File: src/rtl/ctr2_pkg.sv
package ctr2_pkg;

    typedef enum logic [1:0] {
        MODE_OFF,
        MODE_RELOAD,
        MODE_CAPTURE,
        MODE_BAUD
    } tmode_e;

    typedef enum logic [1:0] {
        EQ_IDLE,
        EQ_ARMED,
        EQ_PENDING
    } eq_state_e;

    function automatic tmode_e decode_mode(input logic run, input logic baud, input logic capsel);
        tmode_e m;
        if (!run)
            m = MODE_OFF;
        else if (baud)
            m = MODE_BAUD;
        else if (capsel)
            m = MODE_CAPTURE;
        else
            m = MODE_RELOAD;
        return m;
    endfunction

endpackage

File: src/rtl/ctr2_phase_gen.sv
module ctr2_phase_gen #(
    parameter int STATES    = 6,
    parameter int SMP_STATE = 5,
    parameter int UPD_STATE = 3
) (
    input  logic clk,
    input  logic rst_n,
    output logic smp_stb,
    output logic upd_stb,
    output logic half_stb
);
    localparam int SLOTS   = 2 * STATES;
    localparam int PH_W    = $clog2(SLOTS);
    localparam int SMP_IDX = (SMP_STATE - 1) * 2 + 1;
    localparam int UPD_IDX = (UPD_STATE - 1) * 2;

    logic [PH_W-1:0] ph;

    always_ff @(posedge clk or negedge rst_n) begin
        if (!rst_n)
            ph <= '0;
        else if (ph == PH_W'(SLOTS - 1))
            ph <= '0;
        else
            ph <= ph + 1'b1;
    end

    always_comb begin
        smp_stb  = (ph == PH_W'(SMP_IDX));
        upd_stb  = (ph == PH_W'(UPD_IDX));
        half_stb = ph[0];
    end
endmodule

File: src/rtl/ctr2_edge_qual.sv
module ctr2_edge_qual
    import ctr2_pkg::*;
#(
    parameter int SYNC_STAGES = 2
) (
    input  logic clk,
    input  logic rst_n,
    input  logic pin,
    input  logic smp_stb,
    input  logic upd_stb,
    output logic fire
);
    logic      pin_s;
    eq_state_e state_q, state_d;

    generate
        if (SYNC_STAGES == 0) begin : g_nosync
            assign pin_s = pin;
        end else begin : g_sync
            logic [SYNC_STAGES-1:0] chain;
            always_ff @(posedge clk or negedge rst_n) begin
                if (!rst_n) begin
                    chain <= '0;
                end else begin
                    chain[0] <= pin;
                    for (int i = 1; i < SYNC_STAGES; i++)
                        chain[i] <= chain[i-1];
                end
            end
            assign pin_s = chain[SYNC_STAGES-1];
        end
    endgenerate

    always_ff @(posedge clk or negedge rst_n) begin
        if (!rst_n)
            state_q <= EQ_IDLE;
        else
            state_q <= state_d;
    end

    always_comb begin
        state_d = state_q;
        unique case (state_q)
            EQ_IDLE:    if (smp_stb && pin_s)  state_d = EQ_ARMED;
            EQ_ARMED:   if (smp_stb && !pin_s) state_d = EQ_PENDING;
            EQ_PENDING: if (upd_stb)           state_d = EQ_IDLE;
            default:                           state_d = EQ_IDLE;
        endcase
    end

    always_comb begin
        fire = (state_q == EQ_PENDING) && upd_stb;
    end
endmodule

File: src/rtl/ctr2_core.sv
module ctr2_core
    import ctr2_pkg::*;
#(
    parameter int CNT_W = 16
) (
    input  logic             clk,
    input  logic             rst_n,
    input  tmode_e           mode,
    input  logic             ext_mode,
    input  logic             trig_en,
    input  logic             upd_stb,
    input  logic             half_stb,
    input  logic             cnt_fire,
    input  logic             trig_fire,
    input  logic             cnt_wr,
    input  logic [CNT_W-1:0] cnt_wdata,
    input  logic             pair_wr,
    input  logic [CNT_W-1:0] pair_wdata,
    input  logic             clr_ovf,
    input  logic             clr_ext,
    output logic [CNT_W-1:0] count,
    output logic [CNT_W-1:0] pair,
    output logic             ovf_flag,
    output logic             ext_flag,
    output logic             baud_tick
);
    localparam logic [CNT_W-1:0] CNT_MAX = '1;

    logic [CNT_W-1:0] cnt_d, pair_d;
    logic             ovf_set, ext_set, tick_d;
    logic             advance, trig_hit, at_max;

    always_comb begin
        advance  = ext_mode ? cnt_fire : upd_stb;
        trig_hit = trig_fire && trig_en;
        at_max   = (count == CNT_MAX);
        cnt_d    = count;
        pair_d   = pair;
        ovf_set  = 1'b0;
        ext_set  = 1'b0;
        tick_d   = 1'b0;
        unique case (mode)
            MODE_OFF: begin
            end
            MODE_RELOAD: begin
                if (trig_hit) begin
                    cnt_d   = pair;
                    ext_set = 1'b1;
                end else if (advance) begin
                    if (at_max) begin
                        cnt_d   = pair;
                        ovf_set = 1'b1;
                    end else begin
                        cnt_d = count + 1'b1;
                    end
                end
            end
            MODE_CAPTURE: begin
                if (advance) begin
                    cnt_d   = count + 1'b1;
                    ovf_set = at_max;
                end
                if (trig_hit) begin
                    pair_d  = count;
                    ext_set = 1'b1;
                end
            end
            MODE_BAUD: begin
                if (half_stb) begin
                    if (at_max) begin
                        cnt_d  = pair;
                        tick_d = 1'b1;
                    end else begin
                        cnt_d = count + 1'b1;
                    end
                end
                if (trig_hit)
                    ext_set = 1'b1;
            end
            default: begin
            end
        endcase
        if (cnt_wr)
            cnt_d = cnt_wdata;
        if (pair_wr)
            pair_d = pair_wdata;
    end

    always_ff @(posedge clk or negedge rst_n) begin
        if (!rst_n) begin
            count     <= '0;
            pair      <= '0;
            ovf_flag  <= 1'b0;
            ext_flag  <= 1'b0;
            baud_tick <= 1'b0;
        end else begin
            count     <= cnt_d;
            pair      <= pair_d;
            baud_tick <= tick_d;
            if (ovf_set)
                ovf_flag <= 1'b1;
            else if (clr_ovf)
                ovf_flag <= 1'b0;
            if (ext_set)
                ext_flag <= 1'b1;
            else if (clr_ext)
                ext_flag <= 1'b0;
        end
    end
endmodule

File: src/rtl/capreload_timer.sv
module capreload_timer
    import ctr2_pkg::*;
#(
    parameter int CNT_W       = 16,
    parameter int STATES      = 6,
    parameter int SMP_STATE   = 5,
    parameter int UPD_STATE   = 3,
    parameter int SYNC_STAGES = 2
) (
    input  logic             clk,
    input  logic             rst_n,
    input  logic             run_en,
    input  logic             baud_sel,
    input  logic             cap_sel,
    input  logic             ext_mode,
    input  logic             trig_en,
    input  logic             cnt_pin,
    input  logic             trig_pin,
    input  logic             cnt_wr,
    input  logic [CNT_W-1:0] cnt_wdata,
    input  logic             pair_wr,
    input  logic [CNT_W-1:0] pair_wdata,
    input  logic             clr_ovf,
    input  logic             clr_ext,
    output logic [CNT_W-1:0] count,
    output logic [CNT_W-1:0] pair,
    output logic             ovf_flag,
    output logic             ext_flag,
    output logic             irq,
    output logic             baud_tick
);
    logic   smp_stb, upd_stb, half_stb;
    logic   cnt_fire, trig_fire;
    tmode_e mode;

    always_comb mode = decode_mode(run_en, baud_sel, cap_sel);

    ctr2_phase_gen #(
        .STATES    (STATES),
        .SMP_STATE (SMP_STATE),
        .UPD_STATE (UPD_STATE)
    ) phase_i (
        .clk      (clk),
        .rst_n    (rst_n),
        .smp_stb  (smp_stb),
        .upd_stb  (upd_stb),
        .half_stb (half_stb)
    );

    ctr2_edge_qual #(.SYNC_STAGES(SYNC_STAGES)) cnt_eq_i (
        .clk     (clk),
        .rst_n   (rst_n),
        .pin     (cnt_pin),
        .smp_stb (smp_stb),
        .upd_stb (upd_stb),
        .fire    (cnt_fire)
    );

    ctr2_edge_qual #(.SYNC_STAGES(SYNC_STAGES)) trig_eq_i (
        .clk     (clk),
        .rst_n   (rst_n),
        .pin     (trig_pin),
        .smp_stb (smp_stb),
        .upd_stb (upd_stb),
        .fire    (trig_fire)
    );

    ctr2_core #(.CNT_W(CNT_W)) core_i (
        .clk        (clk),
        .rst_n      (rst_n),
        .mode       (mode),
        .ext_mode   (ext_mode),
        .trig_en    (trig_en),
        .upd_stb    (upd_stb),
        .half_stb   (half_stb),
        .cnt_fire   (cnt_fire),
        .trig_fire  (trig_fire),
        .cnt_wr     (cnt_wr),
        .cnt_wdata  (cnt_wdata),
        .pair_wr    (pair_wr),
        .pair_wdata (pair_wdata),
        .clr_ovf    (clr_ovf),
        .clr_ext    (clr_ext),
        .count      (count),
        .pair       (pair),
        .ovf_flag   (ovf_flag),
        .ext_flag   (ext_flag),
        .baud_tick  (baud_tick)
    );

    assign irq = ovf_flag | ext_flag;
endmodule

File: config.mk
export PLATFORM = sky130hd
export DESIGN_NAME = capreload_timer
export DESIGN_NICKNAME = d
export VERILOG_FILES = /design/src/rtl/ctr2_pkg.sv /design/src/rtl/ctr2_phase_gen.sv /design/src/rtl/ctr2_edge_qual.sv /design/src/rtl/ctr2_core.sv /design/src/rtl/capreload_timer.sv
export SDC_FILE = /design/constraint.sdc
export NUM_CORES = 1
export LEC_CHECK = 0
export CAP_MARGIN = 5
export CORE_UTILIZATION = 41
export CTS_CLUSTER_DIAMETER = 120
export DETAILED_ROUTE_END_ITERATION = 10
export PLACE_DENSITY = 0.82
export RECOVER_POWER = 100
export SKIP_CTS_REPAIR_TIMING = 1
export SLEW_MARGIN = 0
export SYNTH_ARGS = -nofsm -noshare
export SYNTH_HDL_FRONTEND = slang
export SYNTH_SLANG_ARGS = --single-unit
File: constraint.sdc
create_clock -name clk -period 2.45 [get_ports clk]
set_input_delay 0.3675 -clock clk [delete_from_list [all_inputs] [get_ports clk]]
set_output_delay 0.3675 -clock clk [all_outputs]
set_load 0.005 [all_outputs]
==> results of run 1 <==
## layer usage
layer,part of all wire,vias to the layer above,GRT usage
met1,0.44,1302,0.282
met4,0.020,0,0.0986
met3,0.049,16,0.0462
met5,0,-,0
li1,-,1299,-
met2,0.49,108,0.377
## cell usage after synthesis (2+ instances only)
| cell type | number | area, sq um |
|---|---|---|
| a22o_1 | 3 | 26.3 |
| and3_1 | 3 | 18.8 |
| a21oi_1 | 2 | 10.0 |
| ha_1 | 8 | 100 |
| a211oi_1 | 2 | 15.0 |
| or2_2 | 3 | 18.8 |
| nor2_1 | 5 | 18.8 |
| nand4_1 | 6 | 37.5 |
| o21ai_0 | 23 | 115 |
| nor3_1 | 17 | 85.1 |
| nor2b_1 | 3 | 18.8 |
| nand2b_1 | 9 | 56.3 |
| a31oi_1 | 8 | 50.1 |
| a41oi_1 | 2 | 17.5 |
| inv_1 | 19 | 71.3 |
| a221oi_1 | 6 | 52.6 |
| clkbuf_1 | 9 | 33.8 |
| mux2i_1 | 18 | 180 |
| a22oi_1 | 5 | 37.5 |
| o22ai_1 | 3 | 18.8 |
| dfrtp_1 | 47 | 1180 |
| nand2_1 | 31 | 116 |
| xnor2_1 | 5 | 43.8 |
| a221oi_2 | 2 | 30.0 |
| xor2_1 | 4 | 35.0 |
| a22oi_2 | 2 | 25.0 |
| buf_2 | 6 | 30.0 |
| o21a_1 | 7 | 52.6 |
| o31ai_1 | 7 | 52.6 |
| nand3_1 | 11 | 55.1 |
## registers in the layout (all words and copies together), names as in the netlist
signal	cells
cnt_eq_i.g_sync.chain	2
core_i.count	16
core_i.baud_tick	1
cnt_eq_i.state_q	2
trig_eq_i.state_q	2
core_i.ext_flag	1
core_i.ovf_flag	1
core_i.pair	16
phase_i.ph	4
trig_eq_i.g_sync.chain	2
## worst min path at each step
stage / to / slack, ns
CTS: core_i.pair[1] / 0.06
finish: cnt_eq_i.g_sync.chain[1] / 0.35
detailed placement: cnt_eq_i.g_sync.chain[1] / 0.34
global placement: cnt_eq_i.g_sync.chain[1] / 0.34
floorplan: cnt_eq_i.g_sync.chain[0] / 0.07
global route: cnt_eq_i.g_sync.chain[1] / 0.35
## kinds of logic after synthesis
kind of cell | count (synthesis) | share of synthesized area
multiplexers | 18 | 0.0646
flip-flops | 47 | 0.422
AO/OA/AOI/OAI | 80 | 0.211
XOR/XNOR | 9 | 0.0282
buffers and inverters | 37 | 0.0578
AND/OR/NAND/NOR | 97 | 0.181
adder cells (fa/ha/maj) | 8 | 0.0359
## layout make-up
class                           count  share of cell area
Timing Repair Buffer              121               0.270
Multi-Input combinational cell    212               0.369
Tap cell                           77              0.0243
Inverter                           19              0.0180
Sequential cell                    47               0.297
Clock buffer                        6              0.0208
Clock inverter                      1             0.00126
## worst register-to-register path, stage by stage (launching register included)
cell,delay [ns]
dfrtp_1,0.43
ha_1,0.19
nand3_1,0.17
or4_4,0.60
a2bb2oi_4,0.24
buf_4,0.15
a22oi_1,0.08
a221oi_1,0.31
## power breakdown
group	switching, mW	leakage [nW]	internal [mW]
Combinational	0.273	1.18	0.324
Sequential	0.0672	0.567	0.844
Clock	0.256	0.0470	0.222
Total	0.596	1.80	1.39
==> summary.md, run 1 <==
| Metric | Value |
|---|---|
| Result of the run | `finished with violations` |
| Failing checks | `DRC` |
| Max frequency | `426 MHz` |
| Pwr Density | `501 nW/um^2` |
| Cell variety after synth | `50` |
| Fin worst setup slack | `0.104 ns` |
| Largest net degree at the start of global routing | `33` |
| Ys async rst share | `1.00` |
| Pins over their slew limit | `0` |
| Most frequent CP cell | `buf_4` |
| CP endpoint | `core_i.count[5]` |
| Cells along the critical path | `clkdlybuf4s50_1 > inv_1 > o21a_1 > ha_1 > buf_4 > nand4b_1 > a2bb2oi_4 > buf_4 > a22oi_1 > a221oi_1` |
| Worst hold slack | `approximately 0.35 ns` |
| Seq cells post-synth | `47` |
| Clock skew | `between 0.009 and 0.01 ns` |
| Worst hold path stage count | `0` |
| # fillers | `573` |
| WP buf/inv | `4` |
| Pre-CTS WS | `-0.720 ns` |
| First-pass GRT wire length | `12,900 um` |
| H-tree depth | `2` |
| IO Port Bufs | `80` |
| Post-Route WL | `roughly 7800 um` |
| Reg2reg setup slack | `approximately 0.17 ns` |
| Crit path capture type | `flop` |
| Worst Setup SP | `cap_sel` |
| Clock latency on the worst-skew pair | `about 0.30 ns` |
| Ys Warns | `0` |
| Standard-cell rows | `29` |
| Nets | `around 460` |
| Total Power | `between 1.5 and 2 mW` |
| Area of the multi-input gates | `1460 sq um` |
| Seq/Total Area, Yosys | `0.422` |
| Mapped Avg Cell Area | `9.43 sq um` |
| Die width | `84.5 um` |
| Slew @ Worst Pin | `between 1 and 1.5 ns` |
| Max incr delay on CP | `0.48 ns` |
| Ys flop type | `dfrtp_1` |
| Clock Path Buffers | `2` |
| Initial antenna violation count | `0` |
| Drt pass-1 iters | `8` |
| Root buffer cell | `clkbuf_8` |
| Top delay family on crit path | `compound AO/OA/AOI/OAI gates` |
| Fin. Hold Viols | `0` |
| Initial DRC count | `223` |
| Syn nets | `349` |
| Most frequent cells in the layout | `clkdlybuf4s50_1 (50), dfrtp_1 (47), nand2_1 (31)` |
| Layout Area Growth over Synthesis | `42.1%` |
| Commonest non-fill, non-tap cell in the layout | `clkdlybuf4s50_1` |
| HP Start | `cnt_eq_i.g_sync.chain[0]` |
| Routability cong. | `a little over 0.8` |
| Register area | `1180 sq um` |
| Post-Synthesis Cells | `approximately 300` |
| Leak | `1.80 nW` |
| GRT Total Usage | `0.225` |
| I/O Pins | `81` |
| Post-route setup TNS | `0 ns` |
| Final setup fails | `0` |
| Final ANT Viol Nets | `0` |
| Critical path startpoint category | `input port` |
| Number of CTS-inserted buffers | `5` |
| RSZ-0062 raised after global routing | `no` |
| Cells on worst reg2reg path | `7` |
| Post-Place Cells | `~470` |
| Ant diodes | `0` |
| Crit share post-route | `0.958` |
| Clock slew at reported path FFs | `0.08 ns` |
| Die height | `84.5 um` |
| Worst r2r src | `core_i.count[1]` |
| Core Footprint | `6460 sq um` |
| Vias in the first global route | `2,818` |
| CP required | `2.64 ns` |
| Netlist Area Pre-Place | `~2800 sq um` |
| Initial core utilization | `0.432` |
| Non-Filler Instances | `483` |
| Routed vias | `2,725` |
| Post-DP Area | `3900 sq um` |
| Tmin final | `2.35 ns` |
| Final design utilization | `0.614` |
| DP HPWL | `approximately 5700 um` |
| Global route total overflow | `0` |
| Hold/Removal Path Class | `flop to flop` |
| Crit. path cell count | `10` |
| End of the worst register-to-register path | `core_i.count[5]` |
| Max-cap viol count | `0` |
| CTS tree | `yes` |
| DRC Markers | `6` |
| Crit-path slowest cell | `clkdlybuf4s50_1` |
| Worst-path fanout max | `6` |
| Number of flops mapped to enable cells by yosys | `0` |
| Wire length per cell | `~16 um` |
| Die area | `7140 sq um` |
| Layout cells sized above 1 | `0.116` |
| Relative slew slack | `0.0874` |
| Vias per cell | `about 5.6` |
| Worst VDD drop | `0.000234 V` |
| Crit path kind | `input port to flop` |
| Worst Path Arrival | `approximately 2.5 ns` |
| CTS sink cnt | `47` |
| Cell area after layout | `roughly 4000 sq um` |
Power figures use the tool's default switching activity.
==> run 2: changes to the inputs <==
--- a/config.mk
+++ b/config.mk
@@ -5,11 +5,12 @@
 export SDC_FILE = /design/constraint.sdc
 export NUM_CORES = 1
 export LEC_CHECK = 0
+export ABC_AREA = 1
 export CAP_MARGIN = 5
 export CORE_UTILIZATION = 41
 export CTS_CLUSTER_DIAMETER = 120
 export DETAILED_ROUTE_END_ITERATION = 10
-export PLACE_DENSITY = 0.82
+export PLACE_DENSITY = 0.81
 export RECOVER_POWER = 100
 export SKIP_CTS_REPAIR_TIMING = 1
 export SLEW_MARGIN = 0
==> run 2 against run 1 <==
Against the previous run: largest cell class unchanged; clock-buffer cell count shrank 1; routed wire length up 4.5%; non-clock buffer count down 29; synthesized area increased by 4.9%; sequential share of layout area is 0.16 points higher; the run now ends clean; worst setup slack gained 0.13 ns; cell count increased by 25%; sequential cell count stayed put; critical path type is now flop to flop; utilization shrank 3.7 points; highest routed layer unchanged; combinational power grew 2%.
==> summary.md, run 2 <==
| Metric | Value |
|---|---|
| Result of the run | `complete, no violations` |
| Final design utilization | `0.577` |
| Clock slew at reported path FFs | `0.09 ns` |
| Clock skew | `0.00521 ns` |
| H-tree depth | `2` |
| Crit path kind | `flop to flop` |
| Final setup fails | `0` |
| Layout cells sized above 1 | `0.0669` |
| Simple-gate share of the synthesized area | `0.387` |
| Initial core utilization | `0.429` |
| Wire length per cell | `13.4 um` |
| Pre-CTS WS | `0.0744 ns` |
| Post-DP Area | `3880 sq um` |
| Final ANT Viol Nets | `0` |
| Crit path capture type | `flop` |
| Top flop regs | `core_i.count (16), core_i.pair (16), phase_i.ph (4)` |
| Layer carrying the most global-route usage | `met2` |
| CP required | `2.68 ns` |
| Yosys top cell area share | `0.402` |
| Area leader, netlist | `dfrtp_1` |
| XOR/XNOR share of the synthesized area | `0.0179` |
| Most common cell in the netlist | `nand2_1` |
| Seq cells post-synth | `47` |
| DRC Markers | `0` |
| Global route total overflow | `0` |
| Number of CTS-inserted buffers | `5` |
| Largest family of logic cells by synthesized area | `simple AND/OR/NAND/NOR gates` |
| Syn nets | `470` |
| Ant diodes | `0` |
| GR Layer Usage met1 | `0.302` |
| Clock latency on the worst-skew pair | `0.30 ns` |
| Pwr Density | `527 nW/um^2` |
| Core Footprint | `6830 sq um` |
| Synth Area in Compound Gates | `0.0778` |
| Routability cong. | `about 0.87` |
| Worst Path Arrival | `roughly 2.5 ns` |
| Fin. Hold Viols | `0` |
| Seq/Total Area, Yosys | `0.402` |
| Ys Warns | `0` |
| Die height | `86.5 um` |
| IO Port Bufs | `80` |
| Worst VDD drop | `0.000276 V` |
| Worst-path fanout max | `7` |
| I/O Pins | `81` |
| Initial antenna violation count | `0` |
| Max-cap viol count | `0` |
| Netlist Area Pre-Place | `2930 sq um` |
| Ys flop type | `dfrtp_1` |
| Post-Route WL | `8100 um` |
| Met3 GRT Util | `0.0419` |
| Reg2reg setup slack | `0.23 ns` |
| Max frequency | `450 MHz` |
| Post-Place Cells | `595` |
| Drt pass-1 iters | `5` |
| Die width | `86.5 um` |
| Standard-cell rows | `30` |
| Top post-synthesis cells by count | `nand2_1 (145), nor2_1 (55), dfrtp_1 (47)` |
| Slew @ Worst Pin | `slightly below 1 ns` |
| RSZ-0062 raised after global routing | `no` |
| Synth Area in Adders | `0.0342` |
| Nets | `560` |
| Commonest non-fill, non-tap cell in the layout | `nand2_1` |
| Tmin final | `around 2.2 ns` |
| Leak | `1.93 nW` |
| Ys async rst share | `1.00` |
| Routed vias | `3,035` |
| Cell area after layout | `slightly below 4000 sq um` |
| Layout Area Growth over Synthesis | `34.7%` |
| Initial DRC count | `293` |
| Vias per cell | `around 5.0` |
| Root buffer cell | `clkbuf_8` |
| Pins over their slew limit | `0` |
| Cell variety after synth | `35` |
| Post-route setup TNS | `0 ns` |
| Hold/Removal Path Class | `flop to flop` |
| Vias in the first global route | `2,900` |
| Crit share post-route | `0.907` |
| CTS tree | `yes` |
| GRT Total Usage | `0.228` |
| Die area | `7480 sq um` |
| Critical path startpoint category | `flop` |
| Number of flops mapped to enable cells by yosys | `0` |
| Non-Filler Instances | `roughly 600` |
| DP HPWL | `6160 um` |
| CTS sink cnt | `between 40 and 50` |
| Mapped Avg Cell Area | `7.02 sq um` |
| Clock Path Buffers | `2` |
| Most frequent cells in the layout | `nand2_1 (145), nor2_1 (56), dfrtp_1 (47)` |
| Area contributors post-synth | `dfrtp_1 (40%), nand2_1 (19%), nor2_1 (7.1%), nand3_1 (6.0%), inv_1 (5.5%)` |
| # fillers | `640` |
| Fin worst setup slack | `approximately 0.23 ns` |
| Relative slew slack | `0.348` |
| Met2 Track Usage GR | `0.379` |
| Largest net degree at the start of global routing | `33` |
| Mux cell area share after synthesis | `0` |
| Post-Synthesis Cells | `417` |
| First-pass GRT wire length | `13,400 um` |
-- run 2: changes by cell type after synthesis, moves of 12 or more --
cell,previous run,this run
nand3_1,11,35
o21ai_0,23,11
inv_1,19,43
nor3_1,17,3
mux2i_1,18,0
nand2_1,31,145
nor2_1,5,55
-- run 2: cell type report --
| type | instances | area (sq um) | share of cell area |
|---|---|---|---|
| Timing Repair Buffer | 92 | 890 | 0.226 |
| Clock inverter | 3 | 15.0 | 0.00381 |
| Tap cell | 96 | 120 | 0.0305 |
| Clock buffer | 5 | 68.8 | 0.0174 |
| Multi-Input combinational cell | 314 | 1500 | 0.380 |
| Inverter | 47 | 176 | 0.0447 |
| Sequential cell | 47 | 1180 | 0.298 |
-- run 2: report_power, final --
group	internal [mW]	leakage (nW)	switching [mW]	total, mW
Clock	0.196	0.0477	0.277	0.473
Sequential	0.861	0.573	0.132	0.993
Combinational	0.307	1.31	0.304	0.611
Total	1.36	1.93	0.713	2.08
-- run 2: kinds of logic after synthesis --
| family | after synthesis |
|---|---|
| compound gates | 36 |
| xor+xnor | 6 |
| fa+ha+maj | 8 |
| buf+inv | 56 |
| flops | 47 |
| simple gates | 264 |
-- run 2: per-stage QoR --
stage                     hold WS [ns]  power, mW
after detailed placement         0.317       1.65
after global placement           0.313       1.63
after global routing             0.360       2.22
after CTS                      -0.0119       2.12
final                            0.354       2.08
after floorplan                 0.0719       1.30
-- run 2: worst paths after layout --
kind	from	to	depth (start not counted)
worst max-delay path	phase_i.ph[0]	core_i.pair[4]	9
worst min-delay path	trig_eq_i.g_sync.chain[0]	trig_eq_i.g_sync.chain[1]	0
worst max register to register	phase_i.ph[0]	core_i.pair[4]	9
worst min register to register	trig_eq_i.g_sync.chain[0]	trig_eq_i.g_sync.chain[1]	0
max in group asynchronous	rst_n	core_i.pair[11]	3
min in group asynchronous	rst_n	cnt_eq_i.g_sync.chain[1]	2
-- run 2: layer usage --
layer  up-vias  routed length [um]
li1       1502                   -
met3        18                 490
met2       110                3900
met1      1405                3580
met4         0                 125
met5         -                   0
-- run 2: critical path, cell delays in order (launching register included) --
cell	delay, ns
dfrtp_1	0.46
inv_1	0.13
ha_1	0.15
nand3_1	0.15
nor2_1	0.30
nand2_1	0.22
nand2_2	0.12
clkbuf_1	0.35
o22ai_1	0.12
a21oi_1	0.15
